`src/rtl/scl_gen_pkg.sv`:
```
package scl_gen_pkg;
  typedef enum logic [1:0] {
    PH_IDLE    = 2'd0,
    PH_LOW     = 2'd1,
    PH_WAIT_HI = 2'd2,
    PH_HIGH    = 2'd3
  } phase_e;
endpackage

```
`src/rtl/scl_gen_cfg.sv`:
```
module scl_gen_cfg #(
  parameter int BR_W  = 5,
  parameter int PRE_W = 3
) (
  input  logic             clk,
  input  logic             rst,
  input  logic             mode_wr,
  input  logic [7:0]       mode_wdata,
  input  logic             lo_wr,
  input  logic             hi_wr,
  input  logic [7:0]       per_wdata,
  output logic [BR_W-1:0]  lo_q,
  output logic [BR_W-1:0]  hi_q,
  output logic [PRE_W-1:0] pre_q
);
  localparam int UNLOCK_BIT = 3;
  localparam int PRE_LSB    = 4;

  logic [BR_W-1:0] cnt_in;
  logic [BR_W-1:0] cnt_fix;
  logic            unused_bits;

  assign cnt_in      = per_wdata[BR_W-1:0];
  assign cnt_fix     = (cnt_in == '0) ? BR_W'(1) : cnt_in;
  assign unused_bits = ^{mode_wdata[7], mode_wdata[2:0], per_wdata[7:BR_W]};

  always_ff @(posedge clk) begin
    if (rst) begin
      lo_q  <= '1;
      hi_q  <= '1;
      pre_q <= '0;
    end else begin
      if (lo_wr) lo_q <= cnt_fix;
      if (hi_wr) hi_q <= cnt_fix;
      if (mode_wr && mode_wdata[UNLOCK_BIT]) pre_q <= mode_wdata[PRE_LSB +: PRE_W];
    end
  end


  lo_nonzero_chk: assert property (@(posedge clk) disable iff (rst) (lo_q != '0) && (hi_q != '0));

  pre_locked_chk: assert property (@(posedge clk) disable iff (rst)
    (mode_wr && !mode_wdata[UNLOCK_BIT]) |=> $stable(pre_q));
endmodule

```
`src/rtl/scl_in_filter.sv`:
```
module scl_in_filter (
  input  logic clk,
  input  logic rst,
  input  logic raw,
  output logic level
);
  logic s1, s2, s3;

  always_ff @(posedge clk) begin
    if (rst) begin
      s1    <= 1'b1;
      s2    <= 1'b1;
      s3    <= 1'b1;
      level <= 1'b1;
    end else begin
      s1 <= raw;
      s2 <= s1;
      s3 <= s2;
      if (s2 == s3) level <= s2;
    end
  end


  filt_rise_chk: assert property (@(posedge clk) disable iff (rst)
    $rose(level) |-> ($past(raw, 3) && $past(raw, 4)));
endmodule

```
`src/rtl/scl_rate_gen.sv`:
```
module scl_rate_gen #(
  parameter int BR_W  = 5,
  parameter int PRE_W = 3
) (
  input  logic       clk,
  input  logic       rst,
  input  logic       en,
  input  logic       srst,
  input  logic       run,
  input  logic       mode_wr,
  input  logic [7:0] mode_wdata,
  input  logic       lo_wr,
  input  logic       hi_wr,
  input  logic [7:0] per_wdata,
  input  logic       scl_in,
  output logic       scl_drive_low,
  output logic       low_stb,
  output logic       high_stb
);
  import scl_gen_pkg::*;

  localparam int CNT_W = BR_W + 1 + (2 ** PRE_W) - 1;

  logic [BR_W-1:0]  lo_q, hi_q;
  logic [PRE_W-1:0] pre_q;
  logic             scl_seen;
  logic             active;
  logic [CNT_W-1:0] len_lo, len_hi, cnt;
  phase_e           ph;

  scl_gen_cfg #(.BR_W(BR_W), .PRE_W(PRE_W)) u_cfg (
    .clk(clk), .rst(rst), .mode_wr(mode_wr), .mode_wdata(mode_wdata),
    .lo_wr(lo_wr), .hi_wr(hi_wr), .per_wdata(per_wdata),
    .lo_q(lo_q), .hi_q(hi_q), .pre_q(pre_q)
  );

  scl_in_filter u_filt (.clk(clk), .rst(rst), .raw(scl_in), .level(scl_seen));

  function automatic logic [CNT_W-1:0] phase_len(input logic [BR_W-1:0] br,
                                                 input logic [PRE_W-1:0] p);
    logic [CNT_W-1:0] base;
    base = CNT_W'(br) + ((p == '0) ? CNT_W'(4) : CNT_W'(3));
    return base << p;
  endfunction

  assign active = en && !srst;
  assign len_lo = phase_len(lo_q, pre_q);
  assign len_hi = phase_len(hi_q, pre_q);

  always_ff @(posedge clk) begin
    if (rst) begin
      ph            <= PH_IDLE;
      cnt           <= '0;
      scl_drive_low <= 1'b0;
      low_stb       <= 1'b0;
      high_stb      <= 1'b0;
    end else begin
      low_stb  <= 1'b0;
      high_stb <= 1'b0;
      if (!active) begin
        ph            <= PH_IDLE;
        scl_drive_low <= 1'b0;
      end else begin
        unique case (ph)
          PH_IDLE: if (run) begin
            ph            <= PH_LOW;
            cnt           <= len_lo - 1'b1;
            scl_drive_low <= 1'b1;
            low_stb       <= 1'b1;
          end
          PH_LOW: if (cnt == '0) begin
            ph            <= PH_WAIT_HI;
            scl_drive_low <= 1'b0;
          end else begin
            cnt <= cnt - 1'b1;
          end
          PH_WAIT_HI: if (scl_seen) begin
            ph       <= PH_HIGH;
            cnt      <= len_hi - 1'b1;
            high_stb <= 1'b1;
          end
          PH_HIGH: if (cnt == '0) begin
            if (run) begin
              ph            <= PH_LOW;
              cnt           <= len_lo - 1'b1;
              scl_drive_low <= 1'b1;
              low_stb       <= 1'b1;
            end else begin
              ph <= PH_IDLE;
            end
          end else begin
            cnt <= cnt - 1'b1;
          end
          default: ph <= PH_IDLE;
        endcase
      end
    end
  end


  no_drive_when_off_chk: assert property (@(posedge clk) disable iff (rst)
    !active |=> (!scl_drive_low && !low_stb && !high_stb));

  high_start_released_chk: assert property (@(posedge clk) disable iff (rst)
    high_stb |-> !scl_drive_low);

  low_strobe_single_chk: assert property (@(posedge clk) disable iff (rst)
    low_stb |=> !low_stb);

  low_follows_strobe_chk: assert property (@(posedge clk) disable iff (rst)
    $rose(scl_drive_low) |-> low_stb);
endmodule

```
`config.mk`:
```
export PLATFORM = sky130hd
export DESIGN_NAME = scl_rate_gen
export DESIGN_NICKNAME = d
export VERILOG_FILES = /design/src/rtl/scl_gen_pkg.sv /design/src/rtl/scl_gen_cfg.sv /design/src/rtl/scl_in_filter.sv /design/src/rtl/scl_rate_gen.sv
export SDC_FILE = /design/constraint.sdc
export NUM_CORES = 1
export LEC_CHECK = 0
export BUFFER_PORTS_ARGS = -buffer_cell sky130_fd_sc_hd__buf_2
export CORE_ASPECT_RATIO = 1.5
export CORE_MARGIN = 2
export CORE_UTILIZATION = 60
export CTS_CLUSTER_SIZE = 14
export DETAILED_ROUTE_END_ITERATION = 8
export GPL_TIMING_DRIVEN = 0
export PLACE_DENSITY = 0.8
export SLEW_MARGIN = 20
export SYNTH_ARGS = -nofsm -noshare
export SYNTH_HDL_FRONTEND = slang
export SYNTH_SLANG_ARGS = --single-unit
```
`constraint.sdc`:
```
create_clock -name clk -period 8.65 [get_ports clk]
set_input_delay 0.865 -clock clk [delete_from_list [all_inputs] [get_ports clk]]
set_output_delay 0.865 -clock clk [all_outputs]
set_load 0.02 [all_outputs]
```
== Word level (Yosys, flattened, before mapping) ==
Index checks and enable logic that the tools add are counted.

* Shift operators: 2
* Eq/ne operators: 9
* Add/subtract/negate cells: 5
* Bitwise gates (word level): 2
* Reductions and logical operators: 13
* Muxes and demuxes: 21

{| class="wikitable"
|+ Operator list
! kind !! count
|-
| 13-bit 2-to-1 mux || 4
|-
| 13-bit case mux with 4 select lines || 1
|-
| 13-bit by 1-bit subtractor with 13-bit output (second input constant) || 3
|-
| 5-bit by 13-bit adder with 13-bit output || 1
|-
| 13-bit logical NOT || 1
|-
| 13-bit by 3-bit << shifter with 13-bit output || 1
|-
| 6-bit by 3-bit << shifter with 13-bit output || 1
|-
| 2-bit 2-to-1 mux || 4
|-
| 2-bit inequality test (second input constant) || 4
|-
| 2-bit case mux with 4 select lines || 1
|-
| 1-bit 2-to-1 mux || 7
|-
| 5-bit by 3-bit adder with 6-bit output || 1
|-
| 3-bit AND reduction || 2
|-
| 5-bit logical NOT || 1
|-
| 5-bit 2-to-1 mux || 1
|-
| 2-bit equality test (second input constant) || 2
|-
| 4-bit AND reduction || 1
|-
| 3-bit logical NOT || 1
|-
| 3-bit 2-to-1 mux || 1
|-
| 1-bit case mux with 3 select lines || 1
|-
| 3-bit nonzero test || 1
|-
| 3-bit OR reduction || 1
|-
| 2-bit by 1-bit equality test with 1-bit output (second input constant) || 1
|-
| 1-bit logical AND || 2
|-
| other kinds (7) || 8
|}

* Output and inout bits: 3
* Flip-flop bits (word level): 35

== Longest topological paths before layout ==
Gate-level depths: netlist of the first run.

* Word-level depth: 8
* Gate-level depth with buffers: 17
* Gate-level depth less buffers: 13

== Cells and area by module ==
Synthesis of the first run repeated with hierarchy kept, for this count alone.

* Cell total of the unflattened synthesis: 513
* Area, all modules: 3832.4 um^2

{| class="wikitable"
|+ Modules (own cells, without submodules)
! module !! sequential area each (um^2) !! cells an instance !! area each (um^2) !! instances
|-
| scl_rate_gen || 360.3 || 456 || 3205.6 || 1
|-
| scl_gen_cfg || 260.2 || 47 || 506.7 || 1
|-
| scl_in_filter || 80.1 || 10 || 120.1 || 1
|}

== Worst setup path before layout of the first run ==
Ideal clock, no wire load.

* Path kind: reg-to-reg
* Start point: register u_cfg.pre_q[1]
* End point: register cnt[9]
* Buffers on the path: 4
* Clock period less this slack: 4450 ps
* Cell stages (with the launch flop): 18
* Arrival time: 4359 ps
* Required time: 8559 ps
* Slack: 4200 ps
* Setup time: 91 ps
* Cell sequence: dfxtp_1 > buf_2 > buf_2 > buf_2 > clkbuf_1 > nor3_1 > inv_1 > ha_1 > fa_1 > xor2_1 > a221oi_4 > nand3_1 > a31oi_1 > nand3_1 > nor3_1 > xor2_1 > a211o_1 > a311oi_1

* Cells in the longest elaborated chain, start to end: 8

{| class="wikitable"
|+ RTL lines
! element !! line !! text
|-
| start: declaration || scl_gen_cfg.sv:14 || <nowiki>output logic [PRE_W-1:0] pre_q</nowiki>
|-
| start signal: assignment || scl_gen_cfg.sv:35 || <nowiki>if (mode_wr && mode_wdata[UNLOCK_BIT]) pre_q <= mode_wdata[PRE_LSB +: PRE_W];</nowiki>
|-
| 3-bit logical NOT || scl_rate_gen.sv:42 || <nowiki>base = CNT_W'(br) + ((p == '0) ? CNT_W'(4) : CNT_W'(3));</nowiki>
|-
| 3-bit 2-to-1 mux || scl_rate_gen.sv:42 ||
|-
| 5-bit by 13-bit adder with 13-bit output || scl_rate_gen.sv:42 ||
|-
| 13-bit by 3-bit << shifter with 13-bit output || scl_rate_gen.sv:43 || <nowiki>return base << p;</nowiki>
|-
| 13-bit by 1-bit subtractor with 13-bit output || scl_rate_gen.sv:67, scl_rate_gen.sv:85 ||
|-
| 13-bit 2-to-1 mux || scl_rate_gen.sv:65, scl_rate_gen.sv:83 ||
|-
| 13-bit 2-to-1 mux || scl_rate_gen.sv:82 || <nowiki>PH_HIGH: if (cnt == '0) begin</nowiki>
|-
| 13-bit case mux with 4 select lines (*) || scl_rate_gen.sv:64 || <nowiki>unique case (ph)</nowiki>
|-
| end signal: assignment || scl_rate_gen.sv:67 || <nowiki>cnt <= len_lo - 1'b1;</nowiki>
|-
| end signal: assignment || scl_rate_gen.sv:85 || <nowiki>cnt <= len_lo - 1'b1;</nowiki>
|-
| end signal: assignment || scl_rate_gen.sv:92 || <nowiki>cnt <= cnt - 1'b1;</nowiki>
|-
| end: declaration || scl_rate_gen.sv:28 || <nowiki>logic [CNT_W-1:0] len_lo, len_hi, cnt;</nowiki>
|}

Every way passes the cells marked *; elsewhere a longest branch is shown, timed or not. The select of a mux whose other input is x is not followed.
A chain may end at the register's enable or synchronous reset.

== Worst setup path in the final report of the first run ==
Same ends and word-level chain as after synthesis.

==> impl_metrics.ini, run 1 <==
[pwr]
leakage_nw = 1.452
p_per_area_nw_per_um2 = 147.8
ir_drop_uv = 114.9

[clocking]
postCtsHoldBufs = 0
cts_resized = 0
cts_root_buffer = clkbuf_8
post-cts-setup-buffers = 0
numCtsBuffers = 5
cts_tree = done
cts.clk_slew.worst_paths_ps = 80
clockBufferDepth = 2
htreeDepth = 2
cts_num_sinks = 35
insertion_delay_ps = 290

[worst_setup_path]
critPathLaunchType = register
worstPathMaxFanout = 10
critical_path_required_ps = 8840
worstPathArrival_ps = 6050
worst_setup_path_end_kind = register
path_class = reg -> reg

[cells_and_area]
antenna_cells = 0
fill_cells = 553
finalNetCount = 538
drive_gt1_frac = 0.1290
final_cell_mix = nand2_1, nor2_1, dfxtp_1
instances_no_fill = 568
area_growth_pct = 7.331
utilization = 0.6618
final_area_um2 = 3829
multi_input_area_um2 = 2675
seqCellArea_um2 = 700.7
layout_commonest_cell = nand2_1

[route]
dr.pass1.iters = 7
drt-wirelength-per-cell_um = 18.30
drt_iter0_drc = 362
drc = 0
detail-route-antenna-nets = 0
vias = 3812
wl_um = 10400
vias_per_cell = 6.711

[floorplanning]
row_count = 34
core-area_um2 = 5786
fp.dieW_um = 66.96
dieArea_um2 = 6591
start_util = 0.6166
io_pins = 28
die_y_um = 98.44

[timing]
slew-limit-headroom = 0.3828
skew_ps = 6.341
fin_crit_sh = 0.6775
fin_hold_ws_ps = 413.6
tns_ps = 0
tightest_slew_ps = 914.2
fin_crit_ps = 5860
finalHoldViolCount = 0
setup_viol = 0
max_freq_ghz = 0.1707
drv_slew = 0
grt_setup_unrepaired = false

[grt]
grtUsageTotal = 0.3361
grt_overflow = 0
grt_max_degree = 11
grt_pass1_wl_um = 17380
antenna_found_initial = 0
grt_pass1_vias = 3803

[placement]
post-place-cells = 560
hpwl_um = 7998
placed_area_um2 = 3747
place_congestion = 0.9546
io_buffer_count = 18

[synthesis]
ys_seq_area_frac = 0.1964
synth_edf_count = 0
ys.flop_type = dfxtp_1
yosysUniqueCellTypes = 77
syn-cell-area_um2 = 3567
avgSynthCellArea_um2 = 7.590
synthCells = 470
yosys_warnings = 0
synth.ff_latch_count = 35
syn_nets = 513
ys_async_sr_fraction = 0

[hold_path]
hold_path_class = reg -> reg

[status]
status = finished, final reports clean

[flow_run]
cap_viol_max_count = 0
==> metrics by stage <==
step	setup WS (ps)	power, mW
6_report	2790	0.5658
5_1_grt	2617	0.5988
4_1_cts	2937	0.5590
3_5_place_dp	2963	0.4376
3_3_place_gp	3107	0.4316
2_1_floorplan	4200	0.3796
==> per-layer routing <==
layer,GRT usage,share of wire,wire [µm],up-vias
li1,-,-,-,1810
met4,0.2339,0.068,710,0
met1,0.3395,0.36,3781,1767
met5,0,0,0,-
met3,0.06279,0.053,556,64
met2,0.5977,0.51,5346,171
==> final timing paths <==
kind                                             end                         from  cells after the start  slack, ps
worst max-delay path             cnt[9]$_SDFFE_PP0P_  u_cfg.pre_q[1]$_SDFFE_PP0P_                     17       2790
worst min-delay path            u_filt.s2$_SDFF_PP1_         u_filt.s1$_SDFF_PP1_                      1        410
worst max register to register   cnt[9]$_SDFFE_PP0P_  u_cfg.pre_q[1]$_SDFFE_PP0P_                     17       2790
worst min register to register  u_filt.s2$_SDFF_PP1_         u_filt.s1$_SDFF_PP1_                      1        410
==> registers in the layout (all words and copies together), names as in the netlist <==
signal	count
u_filt.level	1
scl_drive_low	1
u_filt.s2	1
u_cfg.lo_q	5
u_filt.s3	1
ph	2
high_stb	1
low_stb	1
u_cfg.hi_q	5
u_filt.s1	1
u_cfg.pre_q	3
cnt	13
==> worst max-delay path, cell delays in order (launching register included) <==
cell	delay, ps
dfxtp_1	430
buf_2	240
buf_2	210
buf_2	210
clkbuf_1	280
nor3_1	720
inv_1	350
ha_1	330
fa_1	440
xor2_1	250
a221oi_4	430
nand3_1	200
a31oi_1	390
nand3_1	210
nor3_1	300
xor2_1	150
a211o_1	330
a311oi_1	280
==> area by class of cell <==
cell class	instances	area share
Inverter	13	0.01275
Sequential cell	35	0.1830
Multi-Input combinational cell	396	0.6987
Timing Repair Buffer	18	0.02353
Tap cell	72	0.02353
Clock buffer	7	0.01993
Clock inverter	1	0.001307
Buffer	26	0.03725
==> cell usage after synthesis, types with 10 or more instances <==
master    number  area [µm²]
dfxtp_1       35       700.7
a211oi_1      10       75.07
clkbuf_1      14       52.55
ha_1          16       200.2
nor3_1        15       75.07
xnor2_1       12       105.1
o21ai_0       21       105.1
nand2_1       45       168.9
nand2b_1      12       75.07
nor2_1        42       157.7
a21oi_1       30       150.1
a211o_1       10       87.58
inv_1         11       41.29
nor2b_1       14       87.58
nand3_1       18       90.09
==> power breakdown <==
group	internal [mW]	switching, mW	total [mW]
Sequential	0.169	0.00865	0.178
Clock	0.0567	0.0650	0.122
Combinational	0.101	0.165	0.266
==> kinds of logic (layout without fill, tap and decap cells) <==
logic type                 count (synthesis)  after routing  synth area share
AOI/OAI and AO/OA                        153            153            0.3202
xor gates and xnor gates                  19             19           0.04665
adders and majority gates                 18             18           0.06734
buffers and inverters                     39             65           0.05366
DFF                                       35             35            0.1964
muxes                                      7              7           0.01964
and+or+nand+nor                          199            199            0.2960
Note: power is estimated with default switching activity, not from simulation.
==> run 2: changes to the inputs <==
--- a/config.mk
+++ b/config.mk
@@ -8,11 +8,11 @@
 export BUFFER_PORTS_ARGS = -buffer_cell sky130_fd_sc_hd__buf_2
 export CORE_ASPECT_RATIO = 1.5
 export CORE_MARGIN = 2
-export CORE_UTILIZATION = 60
+export CORE_UTILIZATION = 56
 export CTS_CLUSTER_SIZE = 14
 export DETAILED_ROUTE_END_ITERATION = 8
 export GPL_TIMING_DRIVEN = 0
-export PLACE_DENSITY = 0.8
+export PLACE_DENSITY = 0.78
 export SLEW_MARGIN = 20
 export SYNTH_ARGS = -nofsm -noshare
 export SYNTH_HDL_FRONTEND = slang
==> constraint.sdc (replaced) <==
create_clock -name clk -period 5.2 [get_ports clk]
set_input_delay 0.52 -clock clk [delete_from_list [all_inputs] [get_ports clk]]
set_output_delay 0.52 -clock clk [all_outputs]
set_load 0.02 [all_outputs]
==> impl_metrics.ini, run 2 (synthesis gave the netlist of run 1 again) <==
[placement]
place_congestion = 0.9522
placed_area_um2 = 3750
hpwl_um = 7926
io_buffer_count = 18
post-place-cells = 562

[route]
vias = 3700
detail-route-antenna-nets = 0
drc = 0
dr.pass1.iters = 5
vias_per_cell = 6.491
drt-wirelength-per-cell_um = 17.80
drt_iter0_drc = 281
wl_um = 10150

[cells_and_area]
top_regs = cnt x13, u_cfg.hi_q x5, u_cfg.lo_q x5
top_register = cnt
antenna_cells = 0
drive_gt1_frac = 0.1431
final_cell_mix = nand2_1, nor2_1, dfxtp_1
finalNetCount = 538
largest_reg_flops = 13
final_area_um2 = 3874
instances_no_fill = 570
layout_commonest_cell = nand2_1
area_growth_pct = 8.594

[worst_setup_path]
reg2reg_depth = 17
worstPathMaxFanout = 10
critPathMaxStageDelay_ps = 430
critPathBufInv = 5
rrSetupSlack_ps = 340
timing.critical_path.mode_cell = buf_2
cp_slowest_cell = fa_1
r2r-end = cnt[9]$_SDFFE_PP0P_
critPathLaunch = u_cfg.pre_q[1]$_SDFFE_PP0P_
critPathLaunchType = register
cp_cell_sequence = buf_2 -> buf_2 -> buf_2 -> clkbuf_2 -> nor3_4 -> inv_2 -> ha_1 -> fa_1 -> xor2_1 -> a221oi_4 -> nand3_1 -> a31oi_2 -> nand3_1 -> nor3_1 -> xor2_1 -> a211o_1 -> a311oi_1
critical_path_required_ps = 5410
worstPathArrival_ps = 5070
worst_setup_path_end_kind = register
path_delay_family = compound AO/OA/AOI/OAI gates
path_class = reg -> reg
reg2reg_from = u_cfg.pre_q[1]$_SDFFE_PP0P_

[timing]
skew_ps = 4.379
tightest_slew_ps = 803.3
fin_crit_sh = 0.9348
finalHoldViolCount = 0
setup_viol = 0
drv_slew = 0
grt_setup_unrepaired = false
tns_ps = 0
fin_crit_ps = 4861
max_freq_ghz = 0.2057
slew-limit-headroom = 0.4577
fin_hold_ws_ps = 398.6

[pwr]
finalPower_mw = 0.9726
ir_drop_uv = 149.3
leakage_nw = 1.467
p_per_area_nw_per_um2 = 251.1

[clocking]
post-cts-setup-buffers = 0
cts_num_sinks = 35
clockBufferDepth = 2
cts.clk_slew.worst_paths_ps = 80
numCtsBuffers = 5
cts_root_buffer = clkbuf_8
htreeDepth = 2
insertion_delay_ps = 300
postCtsHoldBufs = 0
cts_tree = done

[floorplanning]
row_count = 35
dieArea_um2 = 7038
start_util = 0.5777
die_y_um = 101.8
io_pins = 28
core-area_um2 = 6175
fp.dieW_um = 69.17

[hold_path]
holdCritStartpoint = scl_in
hold_depth = 2
hold_path_class = in -> reg
min_to = u_filt.s1$_SDFF_PP1_

[grt]
grt_pass1_vias = 3586
grt.met1_usage = 0.3018
gr-usage-met3 = 0.03881
grt_overflow = 0
grt_pass1_wl_um = 16850
grtUsageMet2 = 0.5503
grt_max_degree = 12
top_usage_layer = met2
grtUsageTotal = 0.2943
antenna_found_initial = 0

[status]
status = finished, final reports clean

[flow_run]
cap_viol_max_count = 0
[run 2: worst max-delay path by stage]
| stage | endpoint | cells past startpoint |
|---|---|---|
| final | cnt[9]$_SDFFE_PP0P_ | 17 |
| after global routing | cnt[9]$_SDFFE_PP0P_ | 17 |
| after CTS | cnt[9]$_SDFFE_PP0P_ | 17 |
| after detailed placement | cnt[9]$_SDFFE_PP0P_ | 17 |
| after global placement | cnt[9]$_SDFFE_PP0P_ | 17 |
| after floorplan | cnt[9]$_SDFFE_PP0P_ | 17 |
[run 2: metrics by stage]
step	setup slack, ps	utilization
finish	339.3	0.6274
global route	8.082	0.6274
CTS	28.92	0.6259
detailed placement	-239.0	0.6073
global placement	-202.0	0.6073
floorplan	749.9	-
[run 2: power by group]
| part | internal [mW] | switching, mW | total (mW) | leakage (nW) |
|---|---|---|---|---|
| sequential | 0.282 | 0.0139 | 0.295 | 0.287 |
| clock | 0.121 | 0.115 | 0.235 | 0.0505 |
| combinational | 0.169 | 0.273 | 0.442 | 1.13 |
[run 2: what timing repair did]
| item | CTS | global route |
|---|---|---|
| setup endpoints to repair | 4 | 6 |
| resized for setup | 2 | 5 |
| pin swaps | 0 | 0 |
[run 2: cell type report]
| class | count | area [µm²] |
|---|---|---|
| clock buffer | 7 | 96.34 |
| buffer | 26 | 143.9 |
| clock inverter | 1 | 7.507 |
| fill | 577 | 2301 |
| timing repair buffer | 18 | 90.09 |
| tap | 74 | 92.59 |
| multi-input combinational | 396 | 2693 |
| sequential | 35 | 701.9 |
| inverter | 13 | 48.80 |
[run 2: routing by layer]
metal / part of all wire / vias to the layer above / wire length [µm]
met1: 0.38 / 1735 / 3888
li1: - / 1806 / -
met2: 0.53 / 117 / 5345
met4: 0.054 / 0 / 546
met3: 0.036 / 42 / 367
met5: 0 / - / 0
[run 2: worst reg2reg max path, stage by stage (launching register included)]
cell      delay (ps)
dfxtp_2          390
buf_2            210
buf_2            210
buf_2            210
clkbuf_2         240
nor3_4           280
inv_2            150
ha_1             260
fa_1             430
xor2_1           250
a221oi_4         430
nand3_1          210
a31oi_2          340
nand3_1          210
nor3_1           270
xor2_1           130
a211o_1          300
a311oi_1         250
==> run 3: changes to the inputs <==
==> constraint.sdc (replaced) <==
create_clock -name clk -period 4.4 [get_ports clk]
set_input_delay 0.44 -clock clk [delete_from_list [all_inputs] [get_ports clk]]
set_output_delay 0.44 -clock clk [all_outputs]
set_load 0.02 [all_outputs]
==> impl_metrics.ini, run 3 (synthesis gave the netlist of run 1 again) <==
[status]
status = finished, final reports clean

[cells_and_area]
final_cell_mix = nand2_1, nor2_1, dfxtp_1
fill_cells = 532
drive_gt1_frac = 0.2066
layout_commonest_cell = nand2_1
finalNetCount = 555
top_register = cnt
top_regs = cnt x13, u_cfg.hi_q x5, u_cfg.lo_q x5
largest_reg_flops = 13
antenna_cells = 0
area_growth_pct = 16.66

[pwr]
leakage_nw = 1.570
finalPower_mw = 1.242
p_per_area_nw_per_um2 = 298.4
ir_drop_uv = 169.7

[route]
detail-route-antenna-nets = 0
drt_iter0_drc = 299
vias_per_cell = 6.639
dr.pass1.iters = 6
drt-wirelength-per-cell_um = 18.31
vias = 3897
drc = 0
wl_um = 10750

[clocking]
cts_root_buffer = clkbuf_8
insertion_delay_ps = 300
cts_tree = done
htreeDepth = 2
postCtsHoldBufs = 0
clockBufferDepth = 2
numCtsBuffers = 5
cts.clk_slew.worst_paths_ps = 80
cts_num_sinks = 35

[timing]
fin_hold_ws_ps = 322.5
fin_crit_ps = 4266
tightest_slew_ps = 659.1
tns_ps = 0
slew-limit-headroom = 0.5577
setup_viol = 0
fin_crit_sh = 0.9696
max_freq_ghz = 0.2344
finalHoldViolCount = 0
skew_ps = 9.695
drv_slew = 0

[worst_setup_path]
worst_setup_path_end_kind = register
r2r-end = cnt[12]$_SDFFE_PP0P_
path_class = reg -> reg
cp_slowest_cell = dfxtp_4
reg2reg_from = u_cfg.pre_q[1]$_SDFFE_PP0P_
worstPathArrival_ps = 4490
critPathMaxStageDelay_ps = 390
critPathLaunch = u_cfg.pre_q[1]$_SDFFE_PP0P_
critical_path_required_ps = 4620
rrSetupSlack_ps = 130
worstPathMaxFanout = 10
cp_cell_sequence = buf_4 -> buf_4 -> buf_4 -> clkbuf_8 -> nor3_4 -> inv_2 -> ha_2 -> fa_2 -> xor2_2 -> a221oi_4 -> a31oi_4 -> o41ai_4 -> buf_4 -> nand4_4 -> nor3_4 -> and3b_1 -> o21ai_1 -> a311oi_1
critPathLaunchType = register
reg2reg_depth = 18
cp-endpoint = cnt[12]$_SDFFE_PP0P_
timing.critical_path.mode_cell = buf_4

[floorplanning]
io_pins = 28
core-area_um2 = 6175
fp.dieW_um = 69.17
start_util = 0.5777
die_y_um = 101.8
row_count = 35
dieArea_um2 = 7038

[hold_path]
hold_depth = 2
hold_path_class = in -> reg

[grt]
grt_max_degree = 12
grtUsageTotal = 0.2956
grt_overflow = 0
antenna_found_initial = 0
grt_pass1_vias = 3666
grt_pass1_wl_um = 16880

[placement]
hpwl_um = 8032
place_congestion = 0.9503
io_buffer_count = 18

[flow_run]
cap_viol_max_count = 0
==> run 3: worst min path at each step <==
stage | end | start | slack (ps)
2_1_floorplan | u_filt.s2$_SDFF_PP1_ | u_filt.s1$_SDFF_PP1_ | 390
3_3_place_gp | u_filt.s2$_SDFF_PP1_ | u_filt.s1$_SDFF_PP1_ | 390
3_5_place_dp | u_filt.s2$_SDFF_PP1_ | u_filt.s1$_SDFF_PP1_ | 400
4_1_cts | u_filt.s1$_SDFF_PP1_ | scl_in | 320
5_1_grt | u_filt.s1$_SDFF_PP1_ | scl_in | 330
6_report | u_filt.s1$_SDFF_PP1_ | scl_in | 320
==> run 3: routing by layer <==
metal  global-route usage  share of wire
met3              0.04577          0.052
met5                    0              0
met1               0.2831           0.36
met2               0.5570           0.52
met4               0.2368          0.071
==> run 3: through the flow <==
stage	setup WS [ps]	util	instance area, µm²	instances
floorplan	113.9	-	3572	470
global placement	-736.8	0.6081	3755	562
detailed placement	-897.7	0.6081	3755	562
CTS	35.80	0.6438	3975	576
global route	-47.97	0.6740	4161	587
finish	133.6	0.6740	4161	587
==> run 3: layout make-up <==
type	count	area, µm²	area share
Tap cell	74	92.59	0.02225
Sequential cell	35	704.4	0.1693
Multi-Input combinational cell	396	2833	0.6807
Buffer	26	161.4	0.03879
Clock buffer	7	96.34	0.02315
Timing Repair Buffer	35	217.7	0.05232
Clock inverter	1	7.507	0.001804
Inverter	13	48.80	0.01173
==> run 3: worst max-delay path, delay by kind of cell, from the launching register on <==
| kind | cells | cell delay, ps |
|---|---|---|
| compound gates | 5 | 1220 |
| buf+inv | 6 | 1020 |
| simple gates | 4 | 730 |
| fa+ha+maj | 2 | 600 |
| flops | 1 | 390 |
| xor+xnor | 1 | 230 |
==> run 3: repair_timing <==
item / in CTS / in global routing
resized for setup: 17 / 22
setup buffers: 6 / 11
endpoints found under the setup margin: 11 / 8
pin swaps: 6 / 12
==> run 3: where the power goes <==
group | switching (mW) | internal [mW]
clock | 0.136 | 0.143
combinational | 0.360 | 0.254
sequential | 0.0169 | 0.332
total | 0.513 | 0.729
